`src/rtl/shs_pkg.sv`:
```
package shs_pkg;

    localparam int REG_W    = 32;
    localparam int NBANK    = 12;
    localparam int NSHARED  = 8;
    localparam int NSTATE   = 2 * NBANK + NSHARED;
    localparam int SEC_BASE = NBANK;
    localparam int SH_BASE  = 2 * NBANK;

    // banked flag indices inside one copy
    localparam int BK_HF_ACT  = 1;
    localparam int BK_HF_PEND = 9;

    // shared flag indices in the full state vector
    localparam int SH_NMI_ACT = SH_BASE + 6;

    // access classes of shared flags
    typedef enum logic [1:0] {
        ACC_ANY    = 2'd0,
        ACC_SEC    = 2'd1,
        ACC_ROUTED = 2'd2,
        ACC_NMI    = 2'd3
    } acc_class_e;

    typedef struct packed {
        logic [NSTATE-1:0] st;
        logic              chg;
    } shs_reg_t;

    function automatic logic [4:0] bank_pos(input int k);
        case (k)
            0:       return 5'd0;
            1:       return 5'd2;
            2:       return 5'd3;
            3:       return 5'd7;
            4:       return 5'd10;
            5:       return 5'd11;
            6:       return 5'd12;
            7:       return 5'd13;
            8:       return 5'd15;
            9:       return 5'd21;
            10:      return 5'd16;
            default: return 5'd18;
        endcase
    endfunction

    function automatic logic [4:0] shared_pos(input int j);
        case (j)
            0:       return 5'd1;
            1:       return 5'd14;
            2:       return 5'd17;
            3:       return 5'd4;
            4:       return 5'd20;
            5:       return 5'd19;
            6:       return 5'd5;
            default: return 5'd8;
        endcase
    endfunction

    function automatic acc_class_e shared_class(input int j);
        case (j)
            0, 1, 2: return ACC_ROUTED;
            3, 4, 5: return ACC_SEC;
            6:       return ACC_NMI;
            default: return ACC_ANY;
        endcase
    endfunction

endpackage

```
`src/rtl/shs_read_view.sv`:
```
module shs_read_view
    import shs_pkg::*;
#(
    parameter bit LEGACY = 1'b0
) (
    input  logic [NSTATE-1:0] st,
    input  logic              acc_sec,
    input  logic              route_ns,
    output logic [REG_W-1:0]  view
);

    logic open_routed;

    always_comb begin
        open_routed = acc_sec | route_ns;
        view        = '0;
        for (int k = 0; k < NBANK; k++) begin
            if (acc_sec) begin
                view[bank_pos(k)] = st[SEC_BASE + k];
            end else if (LEGACY && (k == BK_HF_ACT || k == BK_HF_PEND)) begin
                view[bank_pos(k)] = 1'b0;
            end else begin
                view[bank_pos(k)] = st[k];
            end
        end
        for (int j = 0; j < NSHARED; j++) begin
            case (shared_class(j))
                ACC_ANY:    view[shared_pos(j)] = st[SH_BASE + j];
                ACC_SEC:    view[shared_pos(j)] = acc_sec & st[SH_BASE + j];
                ACC_ROUTED: view[shared_pos(j)] = open_routed & st[SH_BASE + j];
                default:    view[shared_pos(j)] = !LEGACY & open_routed & st[SH_BASE + j];
            endcase
        end
    end

endmodule

```
`src/rtl/shs_write_plan.sv`:
```
module shs_write_plan
    import shs_pkg::*;
#(
    parameter bit LEGACY = 1'b0
) (
    input  logic              wr_hit,
    input  logic              acc_sec,
    input  logic              route_ns,
    input  logic              cpu_sec,
    input  logic [REG_W-1:0]  wdata,
    output logic [NSTATE-1:0] load_mask,
    output logic [NSTATE-1:0] load_val,
    output logic [NSTATE-1:0] clr_mask
);

    logic ns_clear_ok;

    always_comb begin
        load_mask   = '0;
        load_val    = '0;
        clr_mask    = '0;
        ns_clear_ok = wr_hit & !acc_sec & cpu_sec & route_ns;

        for (int k = 0; k < NBANK; k++) begin
            load_val[k]            = wdata[bank_pos(k)];
            load_val[SEC_BASE + k] = wdata[bank_pos(k)];
            if (k != BK_HF_ACT) begin
                load_mask[SEC_BASE + k] = wr_hit & acc_sec;
                if (!(LEGACY && k == BK_HF_PEND)) begin
                    load_mask[k] = wr_hit & !acc_sec;
                end
            end
        end

        for (int j = 0; j < NSHARED; j++) begin
            load_val[SH_BASE + j] = wdata[shared_pos(j)];
            case (shared_class(j))
                ACC_ANY:    load_mask[SH_BASE + j] = wr_hit;
                ACC_SEC:    load_mask[SH_BASE + j] = wr_hit & acc_sec;
                ACC_ROUTED: load_mask[SH_BASE + j] = wr_hit & (acc_sec | route_ns);
                default:    load_mask[SH_BASE + j] = 1'b0;
            endcase
        end

        clr_mask[SH_NMI_ACT] = ns_clear_ok & !wdata[shared_pos(SH_NMI_ACT - SH_BASE)];
        clr_mask[BK_HF_ACT]  = ns_clear_ok & !wdata[bank_pos(BK_HF_ACT)];
    end

endmodule

```
`src/rtl/shs_bank_reg.sv`:
```
module shs_bank_reg
    import shs_pkg::*;
#(
    parameter int              ADDR_W  = 12,
    parameter logic [ADDR_W-1:0] REG_OFS = 'hD24,
    parameter bit              LEGACY  = 1'b0
) (
    input  logic               clk,
    input  logic               rst_n,
    input  logic [ADDR_W-1:0]  bus_addr,
    input  logic [REG_W-1:0]   bus_wdata,
    input  logic               bus_wr,
    input  logic               bus_rd,
    input  logic               bus_sec,
    output logic [REG_W-1:0]   bus_rdata,
    input  logic               cpu_sec,
    input  logic               route_ns,
    input  logic [NSTATE-1:0]  hw_set,
    input  logic [NSTATE-1:0]  hw_clr,
    output logic [NSTATE-1:0]  hstate,
    output logic               state_chg
);

    shs_reg_t          r_d, r_q;
    logic              hit;
    logic              wr_hit;
    logic [REG_W-1:0]  view;
    logic [NSTATE-1:0] load_mask, load_val, clr_mask;

    assign hit    = (bus_addr == REG_OFS);
    assign wr_hit = bus_wr & hit;

    shs_read_view #(.LEGACY(LEGACY)) u_view (
        .st       (r_q.st),
        .acc_sec  (bus_sec),
        .route_ns (route_ns),
        .view     (view)
    );

    shs_write_plan #(.LEGACY(LEGACY)) u_plan (
        .wr_hit    (wr_hit),
        .acc_sec   (bus_sec),
        .route_ns  (route_ns),
        .cpu_sec   (cpu_sec),
        .wdata     (bus_wdata),
        .load_mask (load_mask),
        .load_val  (load_val),
        .clr_mask  (clr_mask)
    );

    always_comb begin
        r_d     = r_q;
        r_d.st  = (r_q.st & ~load_mask) | (load_val & load_mask);
        r_d.st  = r_d.st & ~clr_mask;
        r_d.st  = (r_d.st | hw_set) & ~hw_clr;
        r_d.chg = wr_hit;
    end

    always_ff @(posedge clk or negedge rst_n) begin
        if (!rst_n) begin
            r_q <= '0;
        end else begin
            r_q <= r_d;
        end
    end

    assign bus_rdata = (bus_rd && hit) ? view : '0;
    assign hstate    = r_q.st;
    assign state_chg = r_q.chg;

endmodule

```
`config.mk`:
```
export PLATFORM = sky130hd
export DESIGN_NAME = shs_bank_reg
export DESIGN_NICKNAME = d
export VERILOG_FILES = /design/src/rtl/shs_pkg.sv /design/src/rtl/shs_read_view.sv /design/src/rtl/shs_write_plan.sv /design/src/rtl/shs_bank_reg.sv
export SDC_FILE = /design/constraint.sdc
export NUM_CORES = 1
export LEC_CHECK = 0
export ABC_AREA = 1
export BUFFER_PORTS_ARGS = -buffer_cell sky130_fd_sc_hd__clkbuf_2
export CAP_MARGIN = 15
export CORE_UTILIZATION = 30
export DETAILED_ROUTE_END_ITERATION = 10
export MAX_ROUTING_LAYER = met4
export PLACE_DENSITY = 0.72
export SYNTH_ARGS = -nofsm -noshare
export SYNTH_HDL_FRONTEND = slang
export SYNTH_SLANG_ARGS = --single-unit
```
`constraint.sdc`:
```
create_clock -name clk -period 1 [get_ports clk]
set_input_delay 0.1 -clock clk [delete_from_list [all_inputs] [get_ports clk]]
set_output_delay 0.1 -clock clk [all_outputs]
set_load 0.02 [all_outputs]
```
# ---- Word level (Yosys, flattened, before mapping)
# Index checks and enable logic that the tools add are counted.
dict set report totals {
  input_bits 115
  regBits 33
  word_cells 213
}
dict set report classes {
  n_eq_ne 1
  reduce_logical 28
  n_lt_le_gt_ge 48
  mux 107
  n_bitwise 27
}
# op count
set ops {}
lappend ops {{bitwise mux 32 bit} 22}
lappend ops {{two-way mux 32 bit} 13}
lappend ops {{AND 32 bit} 6}
lappend ops {{< comparator 5 x 6 -> 1 bit (second input constant)} 24}
lappend ops {{demux 1 bit (select 5 bit)} 24}
lappend ops {{>= comparator 5 x 1 -> 1 bit (second input constant)} 24}
lappend ops {{two-way mux 5 bit} 24}
lappend ops {{NOT 32 bit} 2}
lappend ops {{OR 32 bit} 2}
lappend ops {{NOT 31 -> 32 bit} 1}
lappend ops {{logical AND 1 bit} 25}
lappend ops {{two-way mux 1 bit} 24}
lappend ops {{AND 1 bit} 15}
lappend ops {{equality test 12 bit (second input constant)} 1}
lappend ops {{logical NOT 1 bit} 3}
lappend ops {{OR 1 bit} 1}

# ---- Longest topological paths before layout
# Gate-level depths: netlist (run 1).
dict set report depth {
  ltp_word 30
  ltp_mapped 11
}

# ---- Modules after synthesis
# Synthesis (run 1) repeated with hierarchy kept, for this count alone.
dict set report unflattened {
  cells_unflattened 483
  area_unflattened_um2 3135.5
}
# module area_each_um2 instances cells_each seq_area_each_um2
set by_module_without_submodules {}
lappend by_module_without_submodules {shs_bank_reg 2077.0 1 312 825.8}
lappend by_module_without_submodules {shs_write_plan 729.4 1 102 0.0}
lappend by_module_without_submodules {shs_read_view 329.1 1 69 0.0}

# ---- Least setup slack after synthesis (run 1)
# No wires, ideal clock.
dict set report synth_timing {
  path_kind {input port to output port}
  startpoint {in bus_addr[3]}
  endpoint {out bus_rdata[10]}
  arrival_ns 1.197
  required_ns 0.900
  setup_slack_ns -0.297
  cell_stages 8
  cell_sequence {inv_1 nand2_2 nor2_4 inv_1 nor2_1 nand2_2 buf_2 a21oi_1}
}
dict set report synth_between {
  elab_chain_cells 3
}
# element line_no
set synth_lines {}
lappend synth_lines {{start, declared} shs_bank_reg.sv:10} ;# input logic [ADDR_W-1:0] bus_addr,
lappend synth_lines {{equality test 12 bit} shs_bank_reg.sv:30} ;# assign hit = (bus_addr == REG_OFS);
lappend synth_lines {{logical AND 1 bit} shs_bank_reg.sv:67} ;# assign bus_rdata = (bus_rd && hit) ? view : '0;
lappend synth_lines {{two-way mux 32 bit} shs_bank_reg.sv:67}
lappend synth_lines {{end, declared} shs_bank_reg.sv:15} ;# output logic [REG_W-1:0] bus_rdata,
# Every way passes these cells.

# ---- Worst setup path after layout (run 1)
dict set report layout_timing {
  startpoint {in bus_addr[9]}
  endpoint {out bus_rdata[21]}
}
# Same word-level chain as after synthesis.

==> qor.txt, run 1 <==
Worst reg2reg path endpoint: hstate[31]$_DFF_PN0_
Vias post-DR: 2658
Die height: 88.8 um
Slowest stage cell, crit path: buf_12
Largest family of logic cells by synthesized area: simple AND/OR/NAND/NOR gates
Routed len/inst: 13.1 um
R2R depth: 4
Clk pin slew, worst setup/hold paths: 70 ps
Syn Inst Count: 327
Fin crit share: 1.26
HP Class: in2reg
Commonest non-fill, non-tap cells in the layout: 122 x clkbuf_2, 100 x nand2_1, 70 x inv_1
DR iter-0 viols: 41
Crit path max fanout: 8
Post-DR vias/cell: 4.37
RR Startpoint: hstate[31]$_DFF_PN0_
Fin crit period: 1260 ps
Worst endpoint required time: 900 ps
CTS HTree Levels: 2
Mux share of post-synthesis cell area: 0
# DRC: 0
Routability cong.: 0.798
Synth Area in Compound Gates: 0.0365
Min-Delay Path Depth: 4
Initial antenna violation count: 0
Total gr overflow: 0
Max Clock Freq: 0.795 GHz
IO Count: 180
Ys flop type: dfrtp_1
Post-synth top area share: 0.365
Max Cap Violations: 0
CP arrival: 1160 ps
Post-synth EDFFs: 0
Total Routing Usage GR: 0.196
Layout area overhead: 83.6%
Pleak: 2.31 nW
Yosys reg bits: 33
CP Class: in2out
Synth Area in Adders: 0
Startpoint Class: input pin
Maximum clock insertion buffer count: 2
CTS sink cnt: 33
CTS Buf Count: 5
Worst VDD drop: 0.392 mV
Failing checks: setup timing
Skew-Pair Late Insertion Delay: 280 ps
Async SR Flop Fraction: 1.00
Power per Cell Area: 840 nW/um^2
Die area: 7890 sq um
Core Region: 7250 sq um
Layout net count: 624
Synth area leader: dfrtp_1
Mean Syn Cell Area: 6.92 sq um
Commonest non-fill, non-tap cell in the layout: clkbuf_2
Final Slew Violations: 0
Cells along the critical path: buf_8 > inv_12 > nand2_4 > nor2_4 > nand2_2 > nor2_4 > nand2_4 > buf_12 > a21oi_4 > buf_8
Crit-path max cell delay: 170 ps
Post-route ant nets: 0
Simple-gate share of the synthesized area: 0.401
Root Driver: clkbuf_8
Synth top area cells: dfrtp_1 37%, nand2_1 19%, inv_1 13%, nand3b_1 9.3%, buf_4 4.3%
DP HPWL: 5.68 mm
Sequential cell area fraction in the yosys report: 0.365
DRT Wirelength: 7.99 mm
Endpoints failing hold: 0
First-pass GRT wire length: 11.2 mm
Largest net degree at the start of global routing: 34
Reg2reg setup slack: 120 ps
Status: finished, violations left
Synth unique cells: 24
I/O Buffers: 155
Setup Skew: 0 ps
Layout cells sized above 1: 0.497
Setup ws final: -258 ps
CTS tree: built
Hold Path End: hstate[24]$_DFF_PN0_
Post-Synth XOR/XNOR Area: 0
Worst slack at placement: -472 ps
Crit path capture type: output port
FP Rows: 31
Die W: 88.8 um
Hold Startpoint: hw_clr[24]
Final setup viols: 51
Setup_tns: -8810 ps
N_diodes: 0
Mapped Area: 2260 sq um
Number of global-route vias before repair: 2510
DRT Pass-1 Iters: 5
Starting density of the core: 0.312
Total of warnings raised by yosys: 0
RSZ-0062 raised after global routing: yes
==> synthesized netlist by cell type (all sizes together) (2+ instances only) <==
cell type / n
a21oi: 14
buf: 19
dfrtp: 33
inv: 78
nand2: 127
nand3: 2
nand3b: 28
nand4: 3
nor2: 18
==> power by group <==
group | internal, mW | switching (mW)
Sequential | 1.42 | 0.0818
Combinational | 0.415 | 0.551
Clock | 0.546 | 0.472
==> what timing repair did <==
action / 4_1_cts / 5_1_grt
cloned: 0 / 2
endpoints found under the setup margin: 49 / 57
hold buffers: 4 / 0
pin swaps: 7 / 16
buffers inserted: 4 / 3
endpoints found under the hold margin: 36 / 0
resized for setup: 59 / 58
==> per-stage QoR <==
step	utilization	cells	power, mW	hold WS [ps]	area [sq um]
final	0.573	608	3.49	26.5	4150
after global routing	0.573	608	3.70	29.1	4150
after CTS	0.543	604	3.50	20.7	3940
after detailed placement	0.482	589	2.41	83.9	3490
after global placement	0.482	589	2.38	75.9	3490
after floorplan	-	338	2.00	-196	2530
==> logic make-up (layout without fill, tap and decap cells) <==
logic type / count (synthesis) / in the layout
and+or+nand+nor: 179 / 180
buffers and inverters: 98 / 268
DFF: 33 / 33
AOI/OAI and AO/OA: 16 / 16
other: 1 / 12
==> state kept, by name, summed over array words and instances, names as in the netlist <==
register   cells
hstate        32
state_chg      1
==> critical path, delay by kind of cell <==
kind                   cells  cell delay, ps
and+or+nand+nor            5             470
buffers and inverters      4             440
AOI/OAI and AO/OA          1             140
==> layer usage <==
metal / part of all wire / vias up / wire length (um) / GRT usage
met4: 0.016 / 0 / 131 / 0.0455
met1: 0.37 / 1238 / 2970 / 0.201
li1: - / 1299 / - / -
met2: 0.55 / 109 / 4410 / 0.380
met5: 0 / - / 0 / -
met3: 0.060 / 12 / 478 / 0.0401
==> worst max-delay path by stage <==
stage,end,slack [ps],from
final,bus_rdata[21],-260,bus_addr[9]
after floorplan,bus_rdata[10],-140,bus_addr[7]
after global placement,bus_rdata[3],-450,bus_addr[7]
after CTS,bus_rdata[3],-230,bus_addr[4]
after global routing,bus_rdata[12],-310,bus_addr[9]
after detailed placement,bus_rdata[3],-470,bus_addr[7]
==> final cells by class <==
| class | count | area (sq um) |
|---|---|---|
| sequential | 33 | 826 |
| timing repair buffer | 183 | 1410 |
| inverter | 78 | 340 |
| tap | 99 | 124 |
| clock buffer | 7 | 86.3 |
| multi-input combinational | 208 | 1370 |
| fill | 673 | 3100 |
Power figures use the tool's default switching activity.
==> inputs of run 2 (changes only) <==
==> constraint.sdc (replaced) <==
create_clock -name clk -period 1 [get_ports clk]
set_input_delay 0.2 -clock clk [delete_from_list [all_inputs] [get_ports clk]]
set_output_delay 0.2 -clock clk [all_outputs]
set_load 0.02 [all_outputs]
==> run 2 against run 1 <==
  * The run still ends with setup timing left
  * Clock power increased by 9%
  * Register-to-register slack got worse by 200 ps
  * Design area up 5.1%
  * First-iteration DRC count rose by 54%
  * Critical path depth is the same
  * Combinational power up 13%
  * Fmax down 17%
  * Clock skew unchanged
  * Die area unchanged
  * Core utilization is 2.9 points higher
  * Largest power group unchanged
==> qor.txt, run 2 (synthesized netlist as in run 1, its figures left out) <==
Post-route ant nets: 0 (unchanged)
Commonest non-fill, non-tap cells in the layout: 105 x nand2_1, 104 x clkbuf_2, 70 x inv_1 (was 122 x clkbuf_2, 100 x nand2_1, 70 x inv_1)
Die height: 88.8 um (unchanged)
Layout cells sized above 1: 0.505 (was 0.497)
Core Util, Final: 0.602 (was 0.573)
DR iter-0 viols: 63 (was 41)
Fin crit share: 1.52 (was 1.26)
Fin crit period: 1520 ps (was 1260 ps)
Max Clock Freq: 0.658 GHz (was 0.795 GHz)
# DRC: 0 (unchanged)
Hold Path End: hstate[1]$_DFF_PN0_ (was hstate[24]$_DFF_PN0_)
Skew-Pair Late Insertion Delay: 270 ps (was 280 ps)
Routed len/inst: 12.8 um (was 13.1 um)
R2R depth: 7 (was 4)
Worst slack at placement: -578 ps (was -472 ps)
Crit path max fanout: 8 (unchanged)
CTS Buf Count: 5 (unchanged)
Layout fillers: 618 (was 673)
Number of global-route vias before repair: 2593 (was 2510)
Layout net count: 635 (was 624)
Post-Place Cells: 600 (was 589)
Total gr overflow: 0 (unchanged)
Worst VDD drop: 0.598 mV (was 0.392 mV)
Sw Ratio: 0.306 (was 0.317)
DRT Wirelength: 7.93 mm (was 7.99 mm)
Worst endpoint required time: 800 ps (was 900 ps)
DRT Pass-1 Iters: 4 (was 5)
Endpoints failing hold: 0 (unchanged)
Crit path capture type: output port (unchanged)
HP Class: in2reg (unchanged)
Total Routing Usage GR: 0.199 (was 0.196)
Commonest non-fill, non-tap cell in the layout: nand2_1 (was clkbuf_2)
Design area: 4360 sq um (was 4150 sq um)
Pleak: 2.43 nW (was 2.31 nW)
Startpoint Class: input pin (unchanged)
CTS tree: built (unchanged)
Layout area overhead: 92.9% (was 83.6%)
RSZ-0062 raised after global routing: yes (unchanged)
Max Cap Violations: 0 (unchanged)
Clk pin slew, worst setup/hold paths: 70 ps (about the same)
Hold Startpoint: hw_clr[1] (was hw_clr[24])
Core Region: 7250 sq um (unchanged)
CP arrival: 1320 ps (was 1160 ps)
Largest net degree at the start of global routing: 34 (unchanged)
FP Rows: 31 (unchanged)
Setup Skew: 0 ps (unchanged)
I/O Buffers: 155 (unchanged)
CP Class: in2out (unchanged)
Net Switching: 1.13 mW (was 1.10 mW)
Failing checks: setup timing (unchanged)
Final setup viols: 83 (was 51)
N_diodes: 0 (unchanged)
Non-filler instance count after layout: 620 (was 608)
Reg power frac: 0.406 (was 0.431)
Max FFs per register: 32 (unchanged)
CTS sink cnt: 33 (unchanged)
Root Driver: clkbuf_8 (unchanged)
Worst reg2reg path endpoint: hstate[20]$_DFF_PN0_ (was hstate[31]$_DFF_PN0_)
Clock network power share: 0.300 (was 0.292)
DP Area: 3580 sq um (was 3490 sq um)
Internal Power: 2.57 mW (was 2.38 mW)
IO Count: 180 (unchanged)
Reg2reg setup slack: -80 ps (was 120 ps)
Min-Delay Path Depth: 2 (was 4)
Routability cong.: 0.807 (was 0.798)
Power per Cell Area: 848 nW/um^2 (was 840 nW/um^2)
Die area: 7890 sq um (unchanged)
Part of the power in combinational logic: 0.294 (was 0.277)
Post-DR vias/cell: 4.33 (was 4.37)
Setup_tns: -17370 ps (was -8810 ps)
Die W: 88.8 um (unchanged)
CTS HTree Levels: 2 (unchanged)
DP HPWL: 5.71 mm (was 5.68 mm)
Final Slew Violations: 0 (unchanged)
Status: finished, violations left (unchanged)
Setup ws final: -521 ps (was -258 ps)
Starting density of the core: 0.312 (unchanged)
Vias post-DR: 2687 (was 2658)
Initial antenna violation count: 0 (unchanged)
RR Startpoint: hstate[20]$_DFF_PN0_ (was hstate[31]$_DFF_PN0_)
Maximum clock insertion buffer count: 2 (unchanged)
First-pass GRT wire length: 11.5 mm (was 11.2 mm)
-- run 2: cell count changes in the layout (fill, tap and decap cells not counted), moves of 3 or more --
cell	change
nand2_2	-4
buf_8	+6
buf_4	+5
dlygate4sd3_1	-3
nand2_1	+5
clkbuf_2	-18
buf_6	+22
buf_12	-3
-- run 2: worst max path at each step --
| stage | from | endpoint | depth (start not counted) |
|---|---|---|---|
| final | bus_addr[7] | bus_rdata[3] | 10 |
| after global routing | bus_addr[6] | bus_rdata[7] | 10 |
| after CTS | bus_addr[9] | bus_rdata[11] | 10 |
| after detailed placement | bus_addr[7] | hstate[6]$_DFF_PN0_ | 12 |
| after global placement | bus_addr[7] | hstate[24]$_DFF_PN0_ | 13 |
| after floorplan | bus_addr[7] | bus_rdata[10] | 8 |
-- run 2: what timing repair did --
item,in CTS,in global routing
endpoints found under the setup margin,83,84
resized for setup,79,91
cloned,1,2
buffers inserted,4,11
endpoints found under the hold margin,33,0
pin swaps,11,13
hold buffers,1,0
-- run 2: layout make-up --
type / count / area, sq um / area share
clock inverter: 1 / 5.00 / 0.00115
sequential: 33 / 826 / 0.189
timing repair buffer: 193 / 1630 / 0.374
tap: 99 / 124 / 0.0284
multi-input combinational: 209 / 1350 / 0.309
inverter: 78 / 330 / 0.0757
clock buffer: 7 / 96.3 / 0.0221
-- run 2: stage by stage --
step / power, mW / hold slack, ps
finish: 3.70 / 66.1
global route: 3.90 / 51.0
floorplan: 2.00 / -95.6
global placement: 2.41 / 176
detailed placement: 2.43 / 181
CTS: 3.66 / 53.9
-- run 2: per-layer routing --
metal,global-route usage,routed length [um],vias to the layer above
li1,-,-,1320
met1,0.224,3030,1260
met2,0.366,4420,103
met3,0.0345,456,4
met4,0.0440,29,0
met5,-,0,-
-- run 2: worst max-delay path, cell delays in order --
cell,delay [ps]
clkbuf_16,130
inv_12,40
nand2_4,40
nor2_4,110
nand2_2,80
nor2_4,150
nand2_4,120
buf_12,180
a21oi_4,130
buf_8,120
-- run 2: power groups by stage --
stage / clock [mW] / combinational, mW / sequential [mW]
6_report: 1.11 / 1.09 / 1.50
5_1_grt: 1.19 / 1.19 / 1.51
4_1_cts: 1.15 / 1.02 / 1.50
3_5_place_dp: 0 / 0.918 / 1.52
3_3_place_gp: 0 / 0.901 / 1.51
2_1_floorplan: 0 / 0.380 / 1.62
